==> src/rtl/uart_bank_pkg.sv <==
package uart_bank_pkg;

  localparam logic [7:0] ENH_KEY      = 8'hBF;
  localparam int         EFR_ENH_BIT  = 4;
  localparam int         MCR_WIN_BIT  = 6;

  // interrupt source bit positions in irq_src
  localparam int SRC_RXDATA = 0;
  localparam int SRC_THRE   = 1;
  localparam int SRC_LINE   = 2;
  localparam int SRC_MODEM  = 3;

  typedef enum logic [1:0] {BANK_NORM, BANK_DIV, BANK_ENH} bank_e;

  typedef enum logic [4:0] {
    RD_ZERO, RD_RHR, RD_IER, RD_IIR, RD_LCR, RD_MCR, RD_LSR, RD_MSR,
    RD_SPR, RD_DLL, RD_DLH, RD_UASR, RD_EFR, RD_XON1, RD_XON2,
    RD_XOFF1, RD_XOFF2, RD_TCR, RD_TLR, RD_SSR
  } rsrc_e;

  typedef struct packed {
    logic ier, fcr, lcr, mcr, spr, dll, dlh, efr;
    logic xon1, xon2, xoff1, xoff2, tcr, tlr;
  } wsel_t;

  typedef struct packed {
    logic [7:0] ier, lcr, mcr, spr, dll, dlh, efr;
    logic [7:0] xon1, xon2, xoff1, xoff2, tcr, tlr;
  } regs_t;

  function automatic bank_e bank_of(input logic [7:0] lcr);
    if (lcr == ENH_KEY) return BANK_ENH;
    if (lcr[7])         return BANK_DIV;
    return BANK_NORM;
  endfunction

  // protected bits keep the old value unless unlock is set
  function automatic logic [7:0] guard_merge(input logic [7:0] old_v,
                                             input logic [7:0] new_v,
                                             input logic [7:0] prot,
                                             input logic       unlock);
    if (unlock) return new_v;
    return (old_v & prot) | (new_v & ~prot);
  endfunction

  function automatic logic [7:0] iir_value(input logic [3:0] pend);
    if (pend[SRC_LINE])   return 8'h06;
    if (pend[SRC_RXDATA]) return 8'h04;
    if (pend[SRC_THRE])   return 8'h02;
    if (pend[SRC_MODEM])  return 8'h00;
    return 8'h01;
  endfunction

  function automatic logic [7:0] lsr_value(input logic rx_av,
                                           input logic thr_e,
                                           input logic idle);
    return {1'b0, idle, thr_e, 4'b0000, rx_av};
  endfunction

endpackage

==> src/rtl/uart_bank_decode.sv <==
module uart_bank_decode
  import uart_bank_pkg::*;
#(
  parameter int ADDR_W   = 4,
  parameter int SSR_ADDR = 8
) (
  input  logic [ADDR_W-1:0] addr,
  input  logic              wr_en,
  input  logic              rd_en,
  input  logic [7:0]        lcr,
  input  logic              enh_on,
  input  logic              win_sel,
  output bank_e             bank,
  output logic              tcr_win,
  output wsel_t             wsel,
  output rsrc_e             rsrc,
  output logic              rhr_pop,
  output logic              thr_push
);
  localparam int OFS_W = 3;

  logic [OFS_W-1:0] ofs;
  logic             in_base;
  wsel_t            wreq;
  logic             thr_req;

  assign bank    = bank_of(lcr);
  assign tcr_win = enh_on & win_sel & (bank == BANK_NORM);
  assign ofs     = addr[OFS_W-1:0];
  assign in_base = (addr >> OFS_W) == '0;

  always_comb begin
    wreq    = '0;
    thr_req = 1'b0;
    rsrc    = RD_ZERO;
    if (addr == ADDR_W'(SSR_ADDR)) begin
      rsrc = RD_SSR;
    end else if (in_base) begin
      unique case (ofs)
        3'd0: if (bank == BANK_NORM) begin rsrc = RD_RHR; thr_req = 1'b1; end
              else begin rsrc = RD_DLL; wreq.dll = 1'b1; end
        3'd1: if (bank == BANK_NORM) begin rsrc = RD_IER; wreq.ier = 1'b1; end
              else begin rsrc = RD_DLH; wreq.dlh = 1'b1; end
        3'd2: unique case (bank)
                BANK_NORM: begin rsrc = RD_IIR; wreq.fcr = 1'b1; end
                BANK_DIV:  rsrc = RD_UASR;
                default:   begin rsrc = RD_EFR; wreq.efr = 1'b1; end
              endcase
        3'd3: begin rsrc = RD_LCR; wreq.lcr = 1'b1; end
        3'd4: if (bank == BANK_ENH) begin rsrc = RD_XON1; wreq.xon1 = 1'b1; end
              else begin rsrc = RD_MCR; wreq.mcr = 1'b1; end
        3'd5: if (bank == BANK_ENH) begin rsrc = RD_XON2; wreq.xon2 = 1'b1; end
              else rsrc = RD_LSR;
        3'd6: if (bank == BANK_ENH) begin rsrc = RD_XOFF1; wreq.xoff1 = 1'b1; end
              else if (tcr_win) begin rsrc = RD_TCR; wreq.tcr = 1'b1; end
              else rsrc = RD_MSR;
        default: if (bank == BANK_ENH) begin rsrc = RD_XOFF2; wreq.xoff2 = 1'b1; end
              else if (tcr_win) begin rsrc = RD_TLR; wreq.tlr = 1'b1; end
              else begin rsrc = RD_SPR; wreq.spr = 1'b1; end
      endcase
    end
  end

  assign wsel     = wr_en ? wreq : '0;
  assign thr_push = wr_en & thr_req;
  assign rhr_pop  = rd_en & (rsrc == RD_RHR);

endmodule

==> src/rtl/uart_bank_store.sv <==
module uart_bank_store
  import uart_bank_pkg::*;
#(
  parameter logic [7:0] LCR_RST  = 8'h00,
  parameter logic [7:0] IER_PROT = 8'hF0,
  parameter logic [7:0] MCR_PROT = 8'hE0
) (
  input  logic       clk,
  input  logic       rst_n,
  input  wsel_t      wsel,
  input  logic [7:0] wdata,
  output regs_t      q,
  output logic [7:0] fcr_q
);
  logic unlock;
  assign unlock = q.efr[EFR_ENH_BIT];

  always_ff @(posedge clk or negedge rst_n) begin
    if (!rst_n) begin
      q     <= '0;
      q.lcr <= LCR_RST;
      fcr_q <= '0;
    end else begin
      if (wsel.ier)   q.ier   <= guard_merge(q.ier, wdata, IER_PROT, unlock);
      if (wsel.mcr)   q.mcr   <= guard_merge(q.mcr, wdata, MCR_PROT, unlock);
      if (wsel.fcr)   fcr_q   <= wdata;
      if (wsel.lcr)   q.lcr   <= wdata;
      if (wsel.spr)   q.spr   <= wdata;
      if (wsel.dll)   q.dll   <= wdata;
      if (wsel.dlh)   q.dlh   <= wdata;
      if (wsel.efr)   q.efr   <= wdata;
      if (wsel.xon1)  q.xon1  <= wdata;
      if (wsel.xon2)  q.xon2  <= wdata;
      if (wsel.xoff1) q.xoff1 <= wdata;
      if (wsel.xoff2) q.xoff2 <= wdata;
      if (wsel.tcr)   q.tcr   <= wdata;
      if (wsel.tlr)   q.tlr   <= wdata;
    end
  end

endmodule

==> src/rtl/uart_bank_rdmux.sv <==
module uart_bank_rdmux
  import uart_bank_pkg::*;
(
  input  rsrc_e      rsrc,
  input  regs_t      q,
  input  logic [7:0] rhr_data,
  input  logic [3:0] irq_src,
  input  logic [3:0] modem_in,
  input  logic       rx_avail,
  input  logic       thr_empty,
  input  logic       tx_idle,
  input  logic       tx_fifo_full,
  input  logic [7:0] autobaud_stat,
  output logic [7:0] rdata
);
  logic [3:0] pend;
  assign pend = irq_src & q.ier[3:0];

  always_comb begin
    unique case (rsrc)
      RD_RHR:   rdata = rhr_data;
      RD_IER:   rdata = q.ier;
      RD_IIR:   rdata = iir_value(pend);
      RD_LCR:   rdata = q.lcr;
      RD_MCR:   rdata = q.mcr;
      RD_LSR:   rdata = lsr_value(rx_avail, thr_empty, tx_idle);
      RD_MSR:   rdata = {modem_in, 4'b0000};
      RD_SPR:   rdata = q.spr;
      RD_DLL:   rdata = q.dll;
      RD_DLH:   rdata = q.dlh;
      RD_UASR:  rdata = autobaud_stat;
      RD_EFR:   rdata = q.efr;
      RD_XON1:  rdata = q.xon1;
      RD_XON2:  rdata = q.xon2;
      RD_XOFF1: rdata = q.xoff1;
      RD_XOFF2: rdata = q.xoff2;
      RD_TCR:   rdata = q.tcr;
      RD_TLR:   rdata = q.tlr;
      RD_SSR:   rdata = {7'b0, tx_fifo_full};
      default:  rdata = 8'h00;
    endcase
  end

endmodule

==> src/rtl/uart_bank_regs.sv <==
module uart_bank_regs
  import uart_bank_pkg::*;
#(
  parameter int         ADDR_W   = 4,
  parameter int         SSR_ADDR = 8,
  parameter logic [7:0] LCR_RST  = 8'h00,
  parameter logic [7:0] IER_PROT = 8'hF0,
  parameter logic [7:0] MCR_PROT = 8'hE0
) (
  input  logic              clk,
  input  logic              rst_n,
  input  logic [ADDR_W-1:0] addr,
  input  logic              wr_en,
  input  logic [7:0]        wdata,
  input  logic              rd_en,
  output logic [7:0]        rdata,
  input  logic [7:0]        rhr_data,
  input  logic [3:0]        irq_src,
  input  logic [3:0]        modem_in,
  input  logic              rx_avail,
  input  logic              thr_empty,
  input  logic              tx_idle,
  input  logic              tx_fifo_full,
  input  logic [7:0]        autobaud_stat,
  output logic              rhr_pop,
  output logic              thr_push,
  output logic [7:0]        lcr_o,
  output logic [7:0]        ier_o,
  output logic [7:0]        fcr_o,
  output logic [7:0]        mcr_o,
  output logic [7:0]        efr_o,
  output logic [7:0]        tcr_o,
  output logic [7:0]        tlr_o,
  output logic [15:0]       div_o,
  output logic [31:0]       flow_o
);
  // named internal events, observed by the bound checker
  bank_e bank;
  logic  tcr_win;
  wsel_t wsel;
  rsrc_e rsrc;
  regs_t q;

  uart_bank_decode #(.ADDR_W(ADDR_W), .SSR_ADDR(SSR_ADDR)) u_dec (
    .addr    (addr),
    .wr_en   (wr_en),
    .rd_en   (rd_en),
    .lcr     (q.lcr),
    .enh_on  (q.efr[EFR_ENH_BIT]),
    .win_sel (q.mcr[MCR_WIN_BIT]),
    .bank    (bank),
    .tcr_win (tcr_win),
    .wsel    (wsel),
    .rsrc    (rsrc),
    .rhr_pop (rhr_pop),
    .thr_push(thr_push)
  );

  uart_bank_store #(.LCR_RST(LCR_RST), .IER_PROT(IER_PROT), .MCR_PROT(MCR_PROT)) u_store (
    .clk  (clk),
    .rst_n(rst_n),
    .wsel (wsel),
    .wdata(wdata),
    .q    (q),
    .fcr_q(fcr_o)
  );

  uart_bank_rdmux u_rd (
    .rsrc         (rsrc),
    .q            (q),
    .rhr_data     (rhr_data),
    .irq_src      (irq_src),
    .modem_in     (modem_in),
    .rx_avail     (rx_avail),
    .thr_empty    (thr_empty),
    .tx_idle      (tx_idle),
    .tx_fifo_full (tx_fifo_full),
    .autobaud_stat(autobaud_stat),
    .rdata        (rdata)
  );

  assign lcr_o  = q.lcr;
  assign ier_o  = q.ier;
  assign mcr_o  = q.mcr;
  assign efr_o  = q.efr;
  assign tcr_o  = q.tcr;
  assign tlr_o  = q.tlr;
  assign div_o  = {q.dlh, q.dll};
  assign flow_o = {q.xoff2, q.xoff1, q.xon2, q.xon1};

endmodule

==> config.mk <==
export PLATFORM = sky130hd
export DESIGN_NAME = uart_bank_regs
export DESIGN_NICKNAME = d
export VERILOG_FILES = /design/src/rtl/uart_bank_pkg.sv /design/src/rtl/uart_bank_decode.sv /design/src/rtl/uart_bank_store.sv /design/src/rtl/uart_bank_rdmux.sv /design/src/rtl/uart_bank_regs.sv
export SDC_FILE = /design/constraint.sdc
export NUM_CORES = 1
export LEC_CHECK = 0
export BUFFER_PORTS_ARGS = -buffer_cell sky130_fd_sc_hd__clkbuf_2
export CELL_PAD_IN_SITES_DETAIL_PLACEMENT = 1
export CELL_PAD_IN_SITES_GLOBAL_PLACEMENT = 2
export CORE_ASPECT_RATIO = 1.5
export CORE_MARGIN = 2
export CORE_UTILIZATION = 25
export DETAILED_ROUTE_END_ITERATION = 8
export HOLD_SLACK_MARGIN = 0.15
export PLACE_DENSITY = 0.73
export RECOVER_POWER = 50
export SYNTH_ARGS = -nofsm -noshare
export SYNTH_HDL_FRONTEND = slang
export SYNTH_HIERARCHICAL = 1
export SYNTH_SLANG_ARGS = --single-unit
==> constraint.sdc <==
create_clock -name clk -period 3.7 [get_ports clk]
set_input_delay 0.37 -clock clk [delete_from_list [all_inputs] [get_ports clk]]
set_output_delay 0.37 -clock clk [all_outputs]
set_load 0.005 [all_outputs]
# Word level (Yosys, flattened, before mapping)
# Cells that the tools add are included.
# totals
register_bits	112
elab_cells	132
in_bits	44
out_inout_bits	114
# op_classes
eq_ne	29
reduce_logical	5
muxes	77
n_bitwise	7
# op_table
cell	n
$pmux W8 S19	1
$mux W8	11
$mux W1	46
$mux W14	3
$eq A5 B4 Y1 const B	8
$pmux W5 S7	1
$mux W5	6
$eq A5 B3 Y1 const B	4
$eq A5 B5 Y1 const B	4
$mux W4	4
$eq A5 B2 Y1 const B	2
$eq A3 B3 Y1 const B	3
$eq A8 B8 Y1 const B	1
$mux W2	4
$or A8 B4 Y8	1
$or A8 B5 Y8	1
$pmux W4 S2	1
$reduce_or A7 Y1	1
$eq A3 B2 Y1 const B	2
$eq A5 B1 Y1 const B	1
$and A1 B1 Y1	4
$and A4 B4 Y4	1
$eq A4 B4 Y1 const B	1
$logic_not A4 Y1	1
6 further kinds	6

# Longest topological paths before layout
# Gate-level depths: netlist (run 1).
# depth
word_depth	28
ltp_mapped	13
ltp_nobuf	10

# Hierarchy
# The synthesis (run 1) kept the hierarchy.
# by_module_without_submodules
module	area_each_um2	seq_area_each_um2	cells_each	instances
uart_bank_store	4200.3	2802.7	247	1
uart_bank_rdmux	1084.8	0.0	149	1
uart_bank_decode	422.9	0.0	66	1

# Worst setup path after synthesis (run 1)
# Ideal clock, no wire load.
# synth_timing
kind	flip-flop to output port
startpoint	reg, netlist name u_store/q[95]
endpoint	out rdata[0]
path_buffers	3
t_required_ns	3.330
slack_ns	0.760
stages_incl_launch_ff	13
arrival_ns	2.570
path_cell_list	dfrtp_1 nand4b_1 or2_1 buf_6 a2111oi_4 a41o_2 buf_4 nor3_1 and2_0 clkbuf_1 a22oi_1 nand2_1 or3_1
# synth_between
elab_chain_len	13
word_cells_on_any_way	43
classes_between	eq/ne: 22; mux: 19; bitwise: 1; reduce/logical: 1
# synth_rtl
element	line	rtl
$mux W1 (2 in series)	uart_bank_pkg.sv:33	if (lcr[7]) return BANK_DIV;
$mux W2	uart_bank_pkg.sv:34	return BANK_NORM;
$mux W2 (*)	uart_bank_pkg.sv:33	
$logic_not A2 Y1	-	
$and A1 B1 Y1	uart_bank_decode.sv:28	assign tcr_win = enh_on & win_sel & (bank == BANK_NORM);
$mux W5	uart_bank_decode.sv:58	else if (tcr_win) begin rsrc = RD_TLR; wreq.tlr = 1'b1; end
$mux W5	uart_bank_decode.sv:57	default: if (bank == BANK_ENH) begin rsrc = RD_XOFF2; wreq.xoff2 = 1'b1; end
$pmux W5 S7 (*)	uart_bank_decode.sv:39	unique case (ofs)
$mux W5 (*)	uart_bank_decode.sv:38	end else if (in_base) begin
$mux W5 (*)	uart_bank_decode.sv:36	if (addr == ADDR_W'(SSR_ADDR)) begin
named net rsrc[3]	uart_bank_regs.sv:41	rsrc_e rsrc;
$eq A5 B5 Y1 (tied with other cells)	uart_bank_rdmux.sv:20	unique case (rsrc)
$pmux W8 S19 (*)	uart_bank_rdmux.sv:20	
end, declared	uart_bank_regs.sv:16	output logic [7:0] rdata,
# Mark *: on every way through the listed nets, which the timed path passes. The rest lies on a longest branch. The select of a mux whose other input is x is not followed.

# Worst setup path in the final report (run 1)
# layout_timing
startpoint	reg, netlist name u_store/q[95]
endpoint	out rdata[0]
# layout_between
elab_chain_len	13
word_cells_on_any_way	43
classes_between	eq/ne: 22; mux: 19; bitwise: 1; reduce/logical: 1
# layout_rtl
element	line	rtl
$mux W1 (2 in series)	uart_bank_pkg.sv:33	
$mux W2	uart_bank_pkg.sv:34	
$mux W2 (*)	uart_bank_pkg.sv:33	
$logic_not A2 Y1 (*)	uart_bank_decode.sv:28	
$and A1 B1 Y1 (*)	uart_bank_decode.sv:28	
named net tcr_win	uart_bank_regs.sv:39	logic tcr_win;
$mux W5 (*)	uart_bank_decode.sv:55	else if (tcr_win) begin rsrc = RD_TCR; wreq.tcr = 1'b1; end
$mux W5 (*)	uart_bank_decode.sv:54	3'd6: if (bank == BANK_ENH) begin rsrc = RD_XOFF1; wreq.xoff1 = 1'b1; end
$pmux W5 S7 (*)	uart_bank_decode.sv:39	
$mux W5 (*)	uart_bank_decode.sv:38	
$mux W5 (*)	uart_bank_decode.sv:36	
named net rsrc[2]	uart_bank_regs.sv:41	
$eq A5 B5 Y1 (tied with other cells)	uart_bank_rdmux.sv:20	
$pmux W8 S19 (*)	uart_bank_rdmux.sv:20	
# Marks and branches as above.

==> flow_summary.yaml, run 1 <==
sta:
  maxSlewHeadroom_pct: -31.85
  finalSetupViolations: 0
  setup_tns_ps: 0
  drv_slew: 78
  period_share_pct: 96.48
  skew_ps: 7.648
  holdWs_ps: 468.5
  tightest_slew_ps: 1978
  setup_slack_ps: 130.1
  period_minus_slack_ps: 3570
  hold_viol: 0
  fmax_ghz: 0.2801
route:
  drtIter0Drc: 393
  drc_errors: 0
  wl_mm: 23.96
  drtPass1Iterations: 4
  wl_per_cell_um: 25.44
  ant_nets: 0
  viasPerCell: 5.211
  via_count: 4909
setup_path:
  slowest_delay_ps: 420
  r2r_slack_ps: 1330
  worstPathMaxFanout: 9
  crit_top_cell: "buf_4"
  cp.required_ps: 3330
  crit_path_end_kind: "primary output"
  worstSetupPathType: "reg2out"
  worst_path_max_delay_cell: "or3_1"
  start_kind: "register"
  path_cells: "buf_4 > nand3b_4 > inv_2 > nor3_1 > a31oi_1 > o211ai_1 > buf_4 > nand2_2 > nor2_1 > buf_4 > a22oi_1 > nand2_1 > or3_1 > clkbuf_2"
  arrival_ps: 3200
synth:
  ys_warn_count: 6
  avgSynthCellArea_um2: 12.37
  syn_inst: 461
  synth_fp_nets: 505
  synthesis.area_mm2: 0.005702
clock_tree:
  htree_levels: 3
  clockRootBuffer: "clkbuf_16"
  cts_tree: "done"
  clockBufferDepth: 2
  cts_sinks: 112
  numCtsBuffers: 9
  cts.clk_slew.worst_paths_ps: 80
  worstSkewPairLatency_ps: 360
global_route:
  gr-usage-all-layers_pct: 19.73
  grt_start_max_net_pins: 78
  grt_pass1_wl_mm: 35.02
  overflow: 0
  antenna_found_initial: 0
  grt_pass1_vias: 5283
finish:
  nets: 705
  instances_no_fill: 942
  fillers: 2485
  drive_gt1_share_pct: 53.00
  diodes: 0
  design_area_mm2: 0.007491
  syn_to_final_growth_pct: 31.38
place:
  port_buffers: 157
  gp_congestion: 0.8921
  dp_hpwl_mm: 17.96
  dp_cells: 902
  pre_cts_slack_ps: -4.017
  placed_cell_area_mm2: 0.006984
run_status:
  status: "finished, violations left"
  violations: "max-capacitance violations, max-slew violations"
power:
  power_density_mw_per_mm2: 414.8
  power_leakage_nw: 3.612
  ir_drop_mv: 0.2385
floorplan:
  io_pins: 158
  num_rows: 67
  die_x_um: 127.3
  initial_core_util_pct: 25.47
  core_area_mm2: 0.02238
  die_y_um: 189.0
  die_area_mm2: 0.02406
run:
  maxCapViolations: 1
worst_hold_path:
  hp-class: "in2reg"
[worst paths after layout]
kind	end	cells past startpoint	start
min in group asynchronous	u_store/q[3]	1	rst_n
worst min register to register	u_store/fcr_q[7]	1	u_store/fcr_q[7]
worst min-delay path	u_store/q[87]	2	wdata[7]
worst max-delay path	rdata[0]	14	u_store/q[95]
worst max register to register	u_store/q[48]	5	u_store/q[93]
max in group asynchronous	u_store/q[91]	2	rst_n
[power breakdown]
| group | total [W] | switching (W) | internal [W] |
|---|---|---|---|
| clock network | 0.00102 | 0.000485 | 0.000534 |
| logic | 0.000616 | 0.000316 | 0.000301 |
| registers | 0.00147 | 0.000118 | 0.00135 |
| total | 0.00311 | 0.000918 | 0.00219 |
[cell usage in the layout, fill, tap and decap left out, drive strengths merged, types with 4 or more instances in the layout]
cell type,n
a21oi,8
a221oi,5
a22o,6
a22oi,36
and3,5
buf,68
clkbuf,166
dfrtp,112
inv,4
mux2,113
nand2,18
nand2b,5
nand3,5
nand3b,4
nand4,9
nand4b,5
nor2,24
nor2b,9
nor3,13
nor3b,4
nor4,5
[sequential cells by signal (all words and copies together), names as in the netlist]
name / cells
u_store/q: 104
u_store/fcr_q: 8
[metal layers]
layer / wire length, µm / global-route usage, % / part of all wire [%] / up-vias
li1: - / - / - / 2146
met1: 9453 / 24.04 / 39 / 2544
met2: 12480 / 34.41 / 52 / 176
met3: 1160 / 3.165 / 4.8 / 43
met4: 871 / 8.115 / 3.6 / 0
met5: 0 / 0 / 0 / -
[through the flow]
| stage | util (%) | total power, W |
|---|---|---|
| after floorplan | - | 0.001740 |
| after global placement | 31.20 | 0.002066 |
| after detailed placement | 31.20 | 0.002082 |
| after CTS | 32.90 | 0.003114 |
| after global routing | 33.47 | 0.003250 |
| final | 33.47 | 0.003107 |
[final cells by class]
cell class              count  area, µm²  area share [%]
clock inverters             7      77.57           1.036
clock buffers               9      225.2           3.007
well taps                 276      345.3           4.610
flip-flops and latches    112       2804           37.43
multi-input cells         311       2774           37.03
inverters                   2      12.51          0.1670
repair buffers            225       1252           16.72
[repair_timing]
item,4_1_cts,5_1_grt
pin swaps,1,3
setup buffers,7,17
hold buffers,0,0
resized for setup,6,12
cloned,0,0
endpoints found under the setup margin,8,8
[worst max-delay path, delay by kind of cell, from the launching register on]
family                 cells  cell delay [ps]
AO/OA/AOI/OAI              3              600
buffers and inverters      5              880
flip-flops                 1              390
AND/OR/NAND/NOR            6              950
No activity file was read; power rests on OpenSTA's default activity.
==> run 2: changes to the inputs <==
--- a/config.mk
+++ b/config.mk
@@ -8,9 +8,11 @@
 export BUFFER_PORTS_ARGS = -buffer_cell sky130_fd_sc_hd__clkbuf_2
 export CELL_PAD_IN_SITES_DETAIL_PLACEMENT = 1
 export CELL_PAD_IN_SITES_GLOBAL_PLACEMENT = 2
-export CORE_ASPECT_RATIO = 1.5
+export CORE_ASPECT_RATIO = 0.7
 export CORE_MARGIN = 2
 export CORE_UTILIZATION = 25
+export CTS_BUF_LIST = sky130_fd_sc_hd__clkbuf_8
+export CTS_CLUSTER_DIAMETER = 100
 export DETAILED_ROUTE_END_ITERATION = 8
 export HOLD_SLACK_MARGIN = 0.15
 export PLACE_DENSITY = 0.73
==> flow_summary.yaml, run 2 (same netlist as run 1, synthesis figures left out) <==
clock_tree:
  worstSkewPairLatency_ps: 400
  cts.clk_slew.worst_paths_ps: 120
  clockRootBuffer: "clkbuf_8"
  htree_levels: 3
  cts_tree: "done"
  numCtsBuffers: 9
  cts_sinks: 112
  clockBufferDepth: 2
sta:
  maxSlewHeadroom_pct: -13.16
  finalSetupViolations: 0
  fmax_ghz: 0.2784
  tightest_slew_ps: 1697
  setup_tns_ps: 0
  setup_slack_ps: 108.3
  period_minus_slack_ps: 3592
  drv_slew: 67
  hold_viol: 0
  period_share_pct: 97.07
  skew_ps: 20.58
floorplan:
  initial_core_util_pct: 25.34
  num_rows: 46
  die_y_um: 130.4
  die_area_mm2: 0.02405
  die_x_um: 184.5
  core_area_mm2: 0.02250
  io_pins: 158
place:
  placed_cell_area_mm2: 0.007002
  port_buffers: 157
  gp_congestion: 0.8752
  dp_hpwl_mm: 18.37
  pre_cts_slack_ps: 40.56
global_route:
  overflow: 0
  grt_pass1_wl_mm: 35.63
  antenna_found_initial: 0
  grt_pass1_vias: 5262
  grt_start_max_net_pins: 67
  gr-usage-all-layers_pct: 20.65
power:
  power_leakage_nw: 3.405
  power_density_mw_per_mm2: 386.3
  ir_drop_mv: 0.1729
finish:
  diodes: 0
  final_cell_mix: "112 x dfrtp_1, 106 x mux2_2, 89 x clkbuf_2, 69 x clkbuf_1, 53 x buf_4"
  nets: 695
  syn_to_final_growth_pct: 29.19
  reg.largest.list: "u_store/q (104), u_store/fcr_q (8)"
  drive_gt1_share_pct: 47.71
  largest_register: "u_store/q"
  design_area_mm2: 0.007366
  largest_reg_flops: 104
  mostFrequentLayoutCell: "dfrtp_1"
route:
  drtIter0Drc: 332
  drc_errors: 0
  via_count: 4968
  wl_per_cell_um: 25.30
  wl_mm: 24.50
  viasPerCell: 5.132
  drtPass1Iterations: 5
  ant_nets: 0
run_status:
  status: "finished, violations left"
  violations: "max-capacitance violations, max-slew violations"
setup_path:
  worstPathMaxFanout: 7
  worstSetupPathType: "reg2out"
  cp.required_ps: 3330
  crit_buf_inv: 3
  crit_path_end_kind: "primary output"
  worst_path_max_delay_cell: "dfrtp_1"
  slowest_delay_ps: 410
  path_cells: "nand4b_1 > or2_4 > a2111oi_4 > a41o_2 > buf_4 > nor3_2 > nor2b_2 > buf_4 > a22oi_2 > nand2_2 > or3_4 > clkbuf_2"
  cp_top_family: "simple AND/OR/NAND/NOR gates"
  start_kind: "register"
  arrival_ps: 3220
  crit_top_cell: "buf_4"
run:
  maxCapViolations: 1
worst_hold_path:
  hp-class: "in2reg"
[run 2: cell count changes in the layout (fill, tap and decap cells not counted), moves of 3 or more]
cell,before,now
a22oi_1,36,33
clkbuf_16,9,0
clkbuf_2,128,89
buf_4,66,53
nor3_2,0,4
a22oi_2,0,3
buf_6,0,3
clkbuf_1,29,69
clkbuf_8,0,9
[run 2: layer usage]
layer	global-route usage [%]	routed length, µm
met3	6.642	2213
met4	5.929	532
met2	31.25	10830
met5	0	0
met1	28.29	10920
[run 2: report_power, final]
part           internal [W]  switching (W)
clock network      0.000264       0.000487
logic              0.000294       0.000324
registers           0.00135       0.000122
total               0.00191       0.000933
[run 2: area by class of cell]
class	instances	area (µm²)
fill	2546	15140
clock buffer	9	123.9
sequential	112	2803
inverter	2	15.01
multi-input combinational	311	2815
tap	312	390.4
timing repair buffer	215	1146
clock inverter	7	72.57
[run 2: repair_timing]
item,in CTS,in global routing
resized for setup,10,21
endpoints found under the setup margin,8,8
setup buffers,8,11
hold buffers,1,0
pin swaps,2,4
hold endpoints to repair,65,0
[run 2: stage by stage]
stage               utilization [%]  hold slack, ps  std cells  total power [W]
floorplan                         -           74.41        461         0.001740
global placement              31.11           489.5        932         0.002066
detailed placement            31.11           497.1        932         0.002088
CTS                           32.45           413.7        957         0.002863
global route                  32.73           442.6        968         0.002991
finish                        32.73           448.8        968         0.002845
[run 2: final timing paths]
check	start	end	slack [ps]	depth (start not counted)
hold reg to reg	u_store/q[72]	u_store/q[72]	520	1
setup / recovery	u_store/q[94]	rdata[0]	110	12
hold / removal	wdata[4]	u_store/q[68]	450	2
min in group asynchronous	rst_n	u_store/fcr_q[1]	930	2
max in group asynchronous	rst_n	u_store/q[72]	740	3
setup reg to reg	u_store/q[94]	u_store/q[37]	1030	7
[run 2: worst register-to-register path, stage by stage (launching register included)]
cell and delay (ps):
dfrtp_1 410, nand4b_1 170, or2_4 310, inv_8 110, nand2_1 60, nor3_1 820, buf_4 330, mux2_2 350
==> run 3: changes to the inputs <==
--- a/config.mk
+++ b/config.mk
@@ -6,8 +6,6 @@
 export NUM_CORES = 1
 export LEC_CHECK = 0
 export BUFFER_PORTS_ARGS = -buffer_cell sky130_fd_sc_hd__clkbuf_2
-export CELL_PAD_IN_SITES_DETAIL_PLACEMENT = 1
-export CELL_PAD_IN_SITES_GLOBAL_PLACEMENT = 2
 export CORE_ASPECT_RATIO = 0.7
 export CORE_MARGIN = 2
 export CORE_UTILIZATION = 25
@@ -15,7 +13,7 @@
 export CTS_CLUSTER_DIAMETER = 100
 export DETAILED_ROUTE_END_ITERATION = 8
 export HOLD_SLACK_MARGIN = 0.15
-export PLACE_DENSITY = 0.73
+export PLACE_DENSITY = 0.55
 export RECOVER_POWER = 50
 export SYNTH_ARGS = -nofsm -noshare
 export SYNTH_HDL_FRONTEND = slang
==> flow_summary.yaml, run 3 (same netlist as run 1, synthesis figures left out) <==
power:
  power_density_mw_per_mm2: 384.3
  ir_drop_mv: 0.2013
  power_leakage_nw: 3.388
clock_tree:
  cts_tree: "done"
  worstSkewPairLatency_ps: 400
  clockBufferDepth: 2
  clockRootBuffer: "clkbuf_8"
  numCtsBuffers: 9
  cts_sinks: 112
  cts.clk_slew.worst_paths_ps: 110
  htree_levels: 3
route:
  drtPass1Iterations: 5
  via_count: 4837
  viasPerCell: 5.065
  drc_errors: 0
  ant_nets: 0
  wl_mm: 22.53
  drtIter0Drc: 372
  wl_per_cell_um: 23.59
finish:
  final_cell_mix: "112 x dfrtp_1, 107 x clkbuf_2, 106 x mux2_2, 49 x clkbuf_1, 39 x buf_4"
  drive_gt1_share_pct: 48.83
  final-seq-area_mm2: 0.002803
  fillers: 2366
  reg.largest.list: "u_store/q (104), u_store/fcr_q (8)"
  instances_no_fill: 955
  nets: 683
  mostFrequentLayoutCell: "dfrtp_1"
  largest_register: "u_store/q"
  largest_reg_flops: 104
  diodes: 0
  multi_input_area_mm2: 0.002763
  syn_to_final_growth_pct: 27.12
sta:
  period_minus_slack_ps: 3573
  period_share_pct: 96.56
  fmax_ghz: 0.2799
  setup_tns_ps: 0
  drv_slew: 67
  skew_ps: 10.29
  hold_viol: 0
  rsz0062_at_grt: "yes"
  maxSlewHeadroom_pct: -15.72
  tightest_slew_ps: 1736
  finalSetupViolations: 0
run_status:
  status: "finished, violations left"
  violations: "max-capacitance violations, max-slew violations"
place:
  gp_congestion: 0.9037
  port_buffers: 157
  dp_hpwl_mm: 17.28
  dp_cells: 926
global_route:
  grt_pass1_wl_mm: 32.75
  gr-usage-all-layers_pct: 18.90
  antenna_found_initial: 0
  overflow: 0
  grt_pass1_vias: 4807
  grt_start_max_net_pins: 67
floorplan:
  core_area_mm2: 0.02250
  num_rows: 46
  initial_core_util_pct: 25.34
  io_pins: 158
  die_area_mm2: 0.02405
  die_x_um: 184.5
  die_y_um: 130.4
worst_hold_path:
  hp-class: "in2reg"
  worstHoldStart: "wdata[7]"
  whs_path_depth: 2
setup_path:
  r2r-start: "u_store/q[94]"
  crit_path_end_kind: "primary output"
  worstPathMaxFanout: 5
  worstSetupPathType: "reg2out"
  cp-startpoint: "u_store/q[94]"
  cp.required_ps: 3330
  arrival_ps: 3200
  start_kind: "register"
  rr_worst_depth: 6
  path_cells: "nand4b_1 > or2_4 > a2111oi_4 > a41o_2 > or3b_4 > nor3_4 > buf_6 > buf_4 > a22oi_1 > and4_4 > nand4_1 > clkbuf_2"
  slowest_delay_ps: 450
  worst_path_max_delay_cell: "or3b_4"
run:
  maxCapViolations: 1
[run 3: cell count changes in the layout (fill, tap and decap cells not counted), moves of 3 or more]
cell      previous run  this run
a22oi_1             33        36
clkbuf_1            69        49
buf_4               53        39
nor2_2               1         7
clkbuf_2            89       107
nor2_1              22        17
a22oi_2              3         0
nor3_1               8        11
nor3_2               4         0
[run 3: layer usage]
metal	GRT usage, %	vias to the layer above	wire length, µm
met5	0	-	0
met4	4.282	0	300
met3	7.229	20	2383
met2	26.21	258	9265
met1	27.44	2461	10580
li1	-	2098	-
[run 3: final cells by class]
cell class              instances  share of cell area (%)
inverters                       2                  0.1726
repair buffers                203                   15.23
clock inverters                 5                  0.5351
clock buffers                  10                   1.899
multi-input cells             311                   38.11
flip-flops and latches        112                   38.67
well taps                     312                   5.386
[run 3: worst max-delay path: cells and delay by family, from the launching register on]
kind                   cells  cell delay, ps
AO/OA/AOI/OAI              3             570
AND/OR/NAND/NOR            6            1420
buffers and inverters      3             390
flip-flops                 1             430
[run 3: where the power goes]
group / switching [W] / internal, W
logic: 0.000307 / 0.000283
clock network: 0.000448 / 0.000268
registers: 0.000125 / 0.00135
[run 3: through the flow]
step	utilization, %	setup slack [ps]	cell area (µm²)	power, W	hold slack (ps)
after global routing	32.21	-34.18	7248	0.002920	475.7
after global placement	30.80	181.0	6930	0.002068	489.3
after floorplan	-	772.7	5702	0.001740	74.41
after CTS	31.75	4.850	7146	0.002799	446.4
after detailed placement	30.80	209.8	6930	0.002070	496.1
final	32.21	127.4	7248	0.002786	456.2
[run 3: repair_timing]
item	4_1_cts	5_1_grt
endpoints found under the setup margin	8	8
gates cloned	0	0
gates resized for setup	4	22
buffers inserted	2	11
pin swaps	1	10
hold buffers	1	0
endpoints found under the hold margin	64	0
[run 3: path summary, 6_finish.rpt]
path | to | slack [ps]
worst max-delay path | rdata[1] | 130
worst min-delay path | u_store/q[87] | 460
worst max register to register | u_store/q[31] | 1490
worst min register to register | u_store/fcr_q[5] | 510
max in group asynchronous | u_store/q[45] | 1560
min in group asynchronous | u_store/q[59] | 960
